## src/rtl/pbb_pkg.sv

```systemverilog
package pbb_pkg;
  localparam int DATA_W = 32;
  localparam int HALF_W = DATA_W / 2;

  typedef enum logic [1:0] {FR_NONE, FR_WIDE, FR_NARROW} frame_e;
  typedef enum logic [1:0] {ST_IDLE, ST_ACC, ST_DONE} state_e;

  // a 32-bit request to the 16-bit-only frame needs two bus beats
  function automatic logic needs_split(input frame_e fr, input logic wide);
    return (fr == FR_NARROW) && wide;
  endfunction

  // write data placed on the peripheral bus for a given beat
  function automatic logic [DATA_W-1:0] beat_wdata(input frame_e fr, input logic wide,
                                                   input logic hi_beat,
                                                   input logic [DATA_W-1:0] wd);
    if (fr == FR_WIDE && wide) return wd;
    if (hi_beat)               return {{HALF_W{1'b0}}, wd[DATA_W-1:HALF_W]};
    return {{HALF_W{1'b0}}, wd[HALF_W-1:0]};
  endfunction

  // final read value returned to the memory side
  function automatic logic [DATA_W-1:0] merge_read(input frame_e fr, input logic wide,
                                                   input logic [HALF_W-1:0] lo_word,
                                                   input logic [DATA_W-1:0] f1,
                                                   input logic [HALF_W-1:0] f2);
    case (fr)
      FR_WIDE:   return wide ? f1 : {{HALF_W{1'b0}}, f1[HALF_W-1:0]};
      FR_NARROW: return wide ? {f2, lo_word} : {{HALF_W{1'b0}}, f2};
      default:   return '0;
    endcase
  endfunction
endpackage

```

## src/rtl/pbb_arb.sv

```systemverilog
module pbb_arb
  import pbb_pkg::*;
#(
  parameter int AW = 32
) (
  input  logic              rd_req,
  input  logic [AW-1:0]     rd_addr,
  input  logic              rd_wide,
  input  logic              wr_req,
  input  logic [AW-1:0]     wr_addr,
  input  logic              wr_wide,
  input  logic [DATA_W-1:0] wr_data,
  output logic              pick_valid,
  output logic              pick_write,
  output logic [AW-1:0]     pick_addr,
  output logic              pick_wide,
  output logic [DATA_W-1:0] pick_wdata
);
  // writes win over reads on the shared bus
  always_comb begin
    pick_valid = wr_req | rd_req;
    pick_write = wr_req;
    pick_addr  = wr_req ? wr_addr : rd_addr;
    pick_wide  = wr_req ? wr_wide : rd_wide;
    pick_wdata = wr_data;
  end
endmodule

```

## src/rtl/pbb_decode.sv

```systemverilog
module pbb_decode
  import pbb_pkg::*;
#(
  parameter int            AW       = 32,
  parameter int            WIN_BITS = 11,
  parameter logic [AW-1:0] F1_BASE  = 32'h0000_0800,
  parameter logic [AW-1:0] F2_BASE  = 32'h0000_7000
) (
  input  logic [AW-1:0] addr,
  output frame_e        frame
);
  localparam int TAG_LO = WIN_BITS;

  logic hit_wide, hit_narrow;
  assign hit_wide   = (addr[AW-1:TAG_LO] == F1_BASE[AW-1:TAG_LO]);
  assign hit_narrow = (addr[AW-1:TAG_LO] == F2_BASE[AW-1:TAG_LO]);

  always_comb begin
    if (hit_wide)        frame = FR_WIDE;
    else if (hit_narrow) frame = FR_NARROW;
    else                 frame = FR_NONE;
  end
endmodule

```

## src/rtl/pbb_seq.sv

```systemverilog
module pbb_seq
  import pbb_pkg::*;
#(
  parameter int PAW = 16
) (
  input  logic              clk,
  input  logic              rst_n,
  input  logic              start,
  input  logic              pick_write,
  input  logic              pick_wide,
  input  logic [PAW-1:0]    pick_addr,
  input  logic [DATA_W-1:0] pick_wdata,
  input  frame_e            pick_frame,
  input  logic [DATA_W-1:0] f1_rdata,
  input  logic [HALF_W-1:0] f2_rdata,
  output logic              idle,
  output logic              split_lo,
  output logic [PAW-1:0]    p_addr,
  output logic [DATA_W-1:0] p_wdata,
  output logic              p_rd,
  output logic              p_wr,
  output logic              p_wide,
  output logic              f1_sel,
  output logic              f2_sel,
  output logic [DATA_W-1:0] rd_data,
  output logic              rd_done,
  output logic              wr_done,
  output logic              acc_err
);
  state_e            state_q;
  frame_e            frame_q;
  logic              is_wr_q, wide_q, phase_q, err_q;
  logic [PAW-1:0]    addr_q;
  logic [DATA_W-1:0] wdata_q, rdata_q;
  logic [HALF_W-1:0] lo_q;
  logic              in_acc, in_done;

  assign idle     = (state_q == ST_IDLE);
  assign in_acc   = (state_q == ST_ACC);
  assign in_done  = (state_q == ST_DONE);
  assign split_lo = in_acc && needs_split(frame_q, wide_q) && !phase_q;

  always_ff @(posedge clk or negedge rst_n) begin
    if (!rst_n) begin
      state_q <= ST_IDLE;
      frame_q <= FR_NONE;
      is_wr_q <= 1'b0;
      wide_q  <= 1'b0;
      phase_q <= 1'b0;
      err_q   <= 1'b0;
      addr_q  <= '0;
      wdata_q <= '0;
      rdata_q <= '0;
      lo_q    <= '0;
    end else begin
      case (state_q)
        ST_IDLE: if (start) begin
          is_wr_q <= pick_write;
          wide_q  <= pick_wide;
          frame_q <= pick_frame;
          addr_q  <= pick_addr;
          wdata_q <= pick_wdata;
          phase_q <= 1'b0;
          if (pick_frame == FR_NONE) begin
            state_q <= ST_DONE;
            err_q   <= 1'b1;
            rdata_q <= '0;
          end else begin
            state_q <= ST_ACC;
            err_q   <= 1'b0;
          end
        end
        ST_ACC: if (split_lo) begin
          lo_q    <= f2_rdata;
          phase_q <= 1'b1;
          addr_q  <= addr_q + {{(PAW-1){1'b0}}, 1'b1};
        end else begin
          rdata_q <= merge_read(frame_q, wide_q, lo_q, f1_rdata, f2_rdata);
          state_q <= ST_DONE;
        end
        default: state_q <= ST_IDLE;
      endcase
    end
  end

  assign p_rd    = in_acc && !is_wr_q;
  assign p_wr    = in_acc && is_wr_q;
  assign f1_sel  = in_acc && (frame_q == FR_WIDE);
  assign f2_sel  = in_acc && (frame_q == FR_NARROW);
  assign p_wide  = f1_sel && wide_q;
  assign p_addr  = in_acc ? addr_q : '0;
  assign p_wdata = (in_acc && is_wr_q) ? beat_wdata(frame_q, wide_q, phase_q, wdata_q) : '0;
  assign rd_done = in_done && !is_wr_q;
  assign wr_done = in_done && is_wr_q;
  assign acc_err = in_done && err_q;
  assign rd_data = rd_done ? rdata_q : '0;
endmodule

```

## src/rtl/pbb_bridge.sv

```systemverilog
module pbb_bridge
  import pbb_pkg::*;
#(
  parameter int            AW       = 32,
  parameter int            PAW      = 16,
  parameter int            WIN_BITS = 11,
  parameter logic [AW-1:0] F1_BASE  = 32'h0000_0800,
  parameter logic [AW-1:0] F2_BASE  = 32'h0000_7000
) (
  input  logic              clk,
  input  logic              rst_n,
  input  logic              rd_req,
  input  logic [AW-1:0]     rd_addr,
  input  logic              rd_wide,
  input  logic              wr_req,
  input  logic [AW-1:0]     wr_addr,
  input  logic              wr_wide,
  input  logic [DATA_W-1:0] wr_data,
  output logic [DATA_W-1:0] rd_data,
  output logic              rd_done,
  output logic              wr_done,
  output logic              acc_err,
  output logic [PAW-1:0]    p_addr,
  output logic [DATA_W-1:0] p_wdata,
  output logic              p_rd,
  output logic              p_wr,
  output logic              p_wide,
  output logic              f1_sel,
  output logic              f2_sel,
  input  logic [DATA_W-1:0] f1_rdata,
  input  logic [HALF_W-1:0] f2_rdata
);
  logic              pick_valid, pick_write, pick_wide;
  logic [AW-1:0]     pick_addr;
  logic [DATA_W-1:0] pick_wdata;
  frame_e            pick_frame;
  logic              idle, start, split_lo;

  pbb_arb #(.AW(AW)) u_arb (
    .rd_req(rd_req), .rd_addr(rd_addr), .rd_wide(rd_wide),
    .wr_req(wr_req), .wr_addr(wr_addr), .wr_wide(wr_wide), .wr_data(wr_data),
    .pick_valid(pick_valid), .pick_write(pick_write), .pick_addr(pick_addr),
    .pick_wide(pick_wide), .pick_wdata(pick_wdata)
  );

  pbb_decode #(.AW(AW), .WIN_BITS(WIN_BITS), .F1_BASE(F1_BASE), .F2_BASE(F2_BASE)) u_dec (
    .addr(pick_addr), .frame(pick_frame)
  );

  assign start = idle && pick_valid;

  pbb_seq #(.PAW(PAW)) u_seq (
    .clk(clk), .rst_n(rst_n), .start(start),
    .pick_write(pick_write), .pick_wide(pick_wide), .pick_addr(pick_addr[PAW-1:0]),
    .pick_wdata(pick_wdata), .pick_frame(pick_frame),
    .f1_rdata(f1_rdata), .f2_rdata(f2_rdata),
    .idle(idle), .split_lo(split_lo),
    .p_addr(p_addr), .p_wdata(p_wdata), .p_rd(p_rd), .p_wr(p_wr), .p_wide(p_wide),
    .f1_sel(f1_sel), .f2_sel(f2_sel),
    .rd_data(rd_data), .rd_done(rd_done), .wr_done(wr_done), .acc_err(acc_err)
  );
endmodule

```

## config.mk

```make
export PLATFORM = sky130hd
export DESIGN_NAME = pbb_bridge
export DESIGN_NICKNAME = d
export VERILOG_FILES = /design/src/rtl/pbb_pkg.sv /design/src/rtl/pbb_arb.sv /design/src/rtl/pbb_decode.sv /design/src/rtl/pbb_seq.sv /design/src/rtl/pbb_bridge.sv
export SDC_FILE = /design/constraint.sdc
export NUM_CORES = 1
export LEC_CHECK = 0
export BUFFER_PORTS_ARGS = -buffer_cell sky130_fd_sc_hd__buf_2
export CAP_MARGIN = 40
export CORE_ASPECT_RATIO = 0.5
export CORE_UTILIZATION = 35
export CTS_BUF_LIST = sky130_fd_sc_hd__clkbuf_4 sky130_fd_sc_hd__clkbuf_8 sky130_fd_sc_hd__clkbuf_16
export DETAILED_ROUTE_END_ITERATION = 10
export PLACE_DENSITY = 0.63
export SLEW_MARGIN = 15
export SYNTH_ARGS = -nofsm -noshare
export SYNTH_HDL_FRONTEND = slang
export SYNTH_HIERARCHICAL = 1
export SYNTH_SLANG_ARGS = --single-unit
```

## constraint.sdc

```tcl
create_clock -name clk -period 2.5 [get_ports clk]
set_clock_uncertainty 0.1 [all_clocks]
set_input_delay 0 -clock clk [delete_from_list [all_inputs] [get_ports clk]]
set_output_delay 0 -clock clk [all_outputs]
set_load 0.05 [all_outputs]
```

==> key figures <==
Timing
  • Fin. max-slew vios: 0
  • Minimum clock period: 2.26 ns
  • Worst Max-Slew Pin Slew: 0.666 ns
  • Unrepaired setup endpoints after global routing: no
  • F_max: 0.442 GHz
  • Slew Limit Headroom: 55.6%
  • Setup TNS: 0 ns
  • Final setup viols: 0
  • Fin crit share: 90.5%
  • Final Hold Viols: 0
  • Worst setup margin: 0.237 ns
  • Hold WS: 0.0190 ns

Routing
  • Drt pass-1 iters: 5
  • Post-route DRC: 0
  • Detailed-route via count: 6092
  • Avg WL per Cell: 15.9 µm
  • Vias per inst: 4.94
  • Final ANT Viol Nets: 0
  • Routed WL: 19600 µm
  • Initial DRC Count: 356

Cells and area
  • Multi-input gate area: 3400 µm²
  • Layout area overhead: 37.1%
  • Inserted Diodes: 0
  • Layout cells sized above 1: 37.8%
  • Nets: 1147
  • Layout filler cell count: 1681
  • Register area: 2600 µm²

GRT
  • Number of global-route vias before repair: 6175
  • Largest net degree at the start of global routing: 54
  • GRT Overall Usage: 20.6%
  • Antenna violations before repair: 0
  • Total grt overflow: 0
  • First-pass GRT wire length: 31800 µm

Placed design
  • IO buf count: 237
  • DP Worst Slack: -0.0578 ns
  • Post-DP HPWL: 13500 µm
  • Routability Congestion: 0.865

Synth
  • YS warnings: 6
  • Post-synthesis sequential area ratio: 39.6%
  • Mean Syn Cell Area: 9.26 µm²
  • Synth async-reset ratio: 100%
  • Syn Nets: 862
  • Post-synth EDFFs: 0
  • Gate Count Post-Synth: 709
  • Main synth FF type: dfrtp_1
  • Mapped Area: 6570 µm²
  • Number of synthesized register bits: 104
  • Synth unique cells: 48

Setup path
  • Critical path type: flip-flop to output pin
  • R2R setup slack: 0.48 ns
  • Startpoint types: flip-flop
  • CP max FO: 16
  • Crit end category: output pin
  • CP arrival: 2.16 ns
  • Worst Path Required: 2.40 ns

CTS
  • CTS root buffer: clkbuf_16
  • CTS Buf Count: 9
  • Clk slew on worst S/H paths: 0.07 ns
  • Clock insertion delay at the later pin of the skew report: 0.35 ns
  • H-tree depth: 3
  • Post-CTS setup buffers: 0
  • TritonCTS clock tree: yes
  • Clock buffer depth: 2
  • CTS sink cnt: 104

Die
  • Initial Util: 36.8%
  • Io pins: 238
  • DIE HEIGHT: 98.9 µm
  • Die X: 196 µm
  • Core area: 17900 µm²
  • Die area: 19300 µm²
  • Number of cell rows: 34

Pwr
  • Worst VDD drop: 0.000446 V
  • Pwr/cell area: 659 nW/µm²
  • LEAKAGE: 4.59 nW

Outcome
  • Status: completed

Hold path
  • Hold Crit Class: primary input to flip-flop

Flow run
  • # Max-Cap Violations: 0
[kinds of logic (layout without fill, tap and decap cells)]
kind of cell	after synthesis	count (layout)	synth area share, %
compound gates	105	105	10.2
fa+ha+maj	3	3	0.572
buf+inv	91	381	8.78
flops	104	104	39.6
mux	97	97	18.3
simple gates	309	309	22.5
[synth_stat cells, types with 5 or more instances]
cell type,number,share of area [%]
mux2_1,5,0.86
and2_1,65,6.2
buf_2,8,0.61
mux2_4,29,6.6
buf_4,35,4.0
a22oi_1,32,3.7
o22ai_1,5,0.48
nand3_1,6,0.46
dfrtp_1,104,40
clkbuf_1,26,1.5
o21ai_0,12,0.91
mux2_2,63,11
nand4_1,6,0.57
inv_1,9,0.51
nand2_1,154,8.8
a2bb2oi_1,5,0.67
a21oi_1,37,2.8
nor2_1,45,2.6
nand2b_1,5,0.48
buf_6,6,1.0
[placed cells by master, fill, tap and decap left out, types with 3 or more instances in the layout]
cell and instances:
dlygate4sd3_1 94, mux2_1 5, clkbuf_16 9, a22oi_1 32
nor4_1 4, dfrtp_1 104, buf_2 236, nand4_1 6
buf_12 6, nand2_1 153, ha_1 3, inv_1 9
o22ai_1 5, nor2_1 45, nand2b_1 5, mux2_2 63
buf_4 20, and2_1 66, clkinv_4 4, a2bb2oi_1 5
a21oi_1 37, o21ai_0 12, mux2_4 29, and4_1 3
nand3_1 6
[final timing paths]
kind / startpoint / cells past startpoint / endpoint
worst min-delay path: wr_addr[10] / 4 / u_seq/addr_q[10]$_DFFE_PN0P_
worst min register to register: u_seq/wdata_q[7]$_DFFE_PN0P_ / 2 / u_seq/wdata_q[7]$_DFFE_PN0P_
worst max-delay path: u_seq/wide_q$_DFFE_PN0P_ / 5 / p_wdata[7]
min in group asynchronous: rst_n / 3 / u_seq/wdata_q[2]$_DFFE_PN0P_
worst max register to register: u_seq/wide_q$_DFFE_PN0P_ / 4 / u_seq/lo_q[5]$_DFFE_PN0P_
max in group asynchronous: rst_n / 4 / u_seq/wdata_q[3]$_DFFE_PN0P_
[cell type report]
type	instances	share of cell area [%]
Tap cell	234	3.25
Clock inverter	7	0.625
Clock buffer	9	2.50
Inverter	9	0.375
Multi-Input combinational cell	514	37.8
Sequential cell	104	28.9
Timing Repair Buffer	356	26.6
[registers in the layout (all words and copies together), names as in the netlist]
signal         flops
u_seq/addr_q      16
u_seq/err_q        1
u_seq/frame_q      2
u_seq/is_wr_q      1
u_seq/lo_q        16
u_seq/phase_q      1
u_seq/rdata_q     32
u_seq/state_q      2
u_seq/wdata_q     32
u_seq/wide_q       1
[report_power, final]
group / switching [W] / internal (W) / total [W]
registers: 0.000427 / 0.00210 / 0.00252
logic: 0.00113 / 0.000921 / 0.00205
clock network: 0.000678 / 0.000685 / 0.00136
total: 0.00223 / 0.00370 / 0.00593
[what timing repair did]
item / 4_1_cts / 5_1_grt
hold buffers: 94 / 0
resized for setup: 0 / 2
setup endpoints to repair: 0 / 25
endpoints found under the hold margin: 190 / 0
[metal layers]
| layer | track usage (%) | up-vias | share of wire (%) |
|---|---|---|---|
| met3 | 3.90 | 22 | 4.0 |
| met2 | 34.9 | 174 | 49 |
| li1 | - | 2949 | - |
| met4 | 5.23 | 0 | 1.5 |
| met5 | 0 | - | 0 |
| met1 | 27.2 | 2947 | 45 |
[per-stage QoR]
step	instances	instance area [µm²]	utilization, %	total power, W
2_1_floorplan	709	6570	-	0.00384
6_report	1233	9000	50.4	0.00593
5_1_grt	1233	9000	50.4	0.00638
3_3_place_gp	1123	7770	43.5	0.00445
4_1_cts	1233	9000	50.4	0.00600
3_5_place_dp	1123	7770	43.5	0.00448
[worst max-delay path: stages, from the launching register on]
cell and delay (ns):
dfrtp_1 0.61, nand2_1 0.27, nand2_2 0.36, nand2_1 0.10, a21oi_1 0.18, buf_2 0.29
Note: power is estimated with default switching activity, not from simulation.
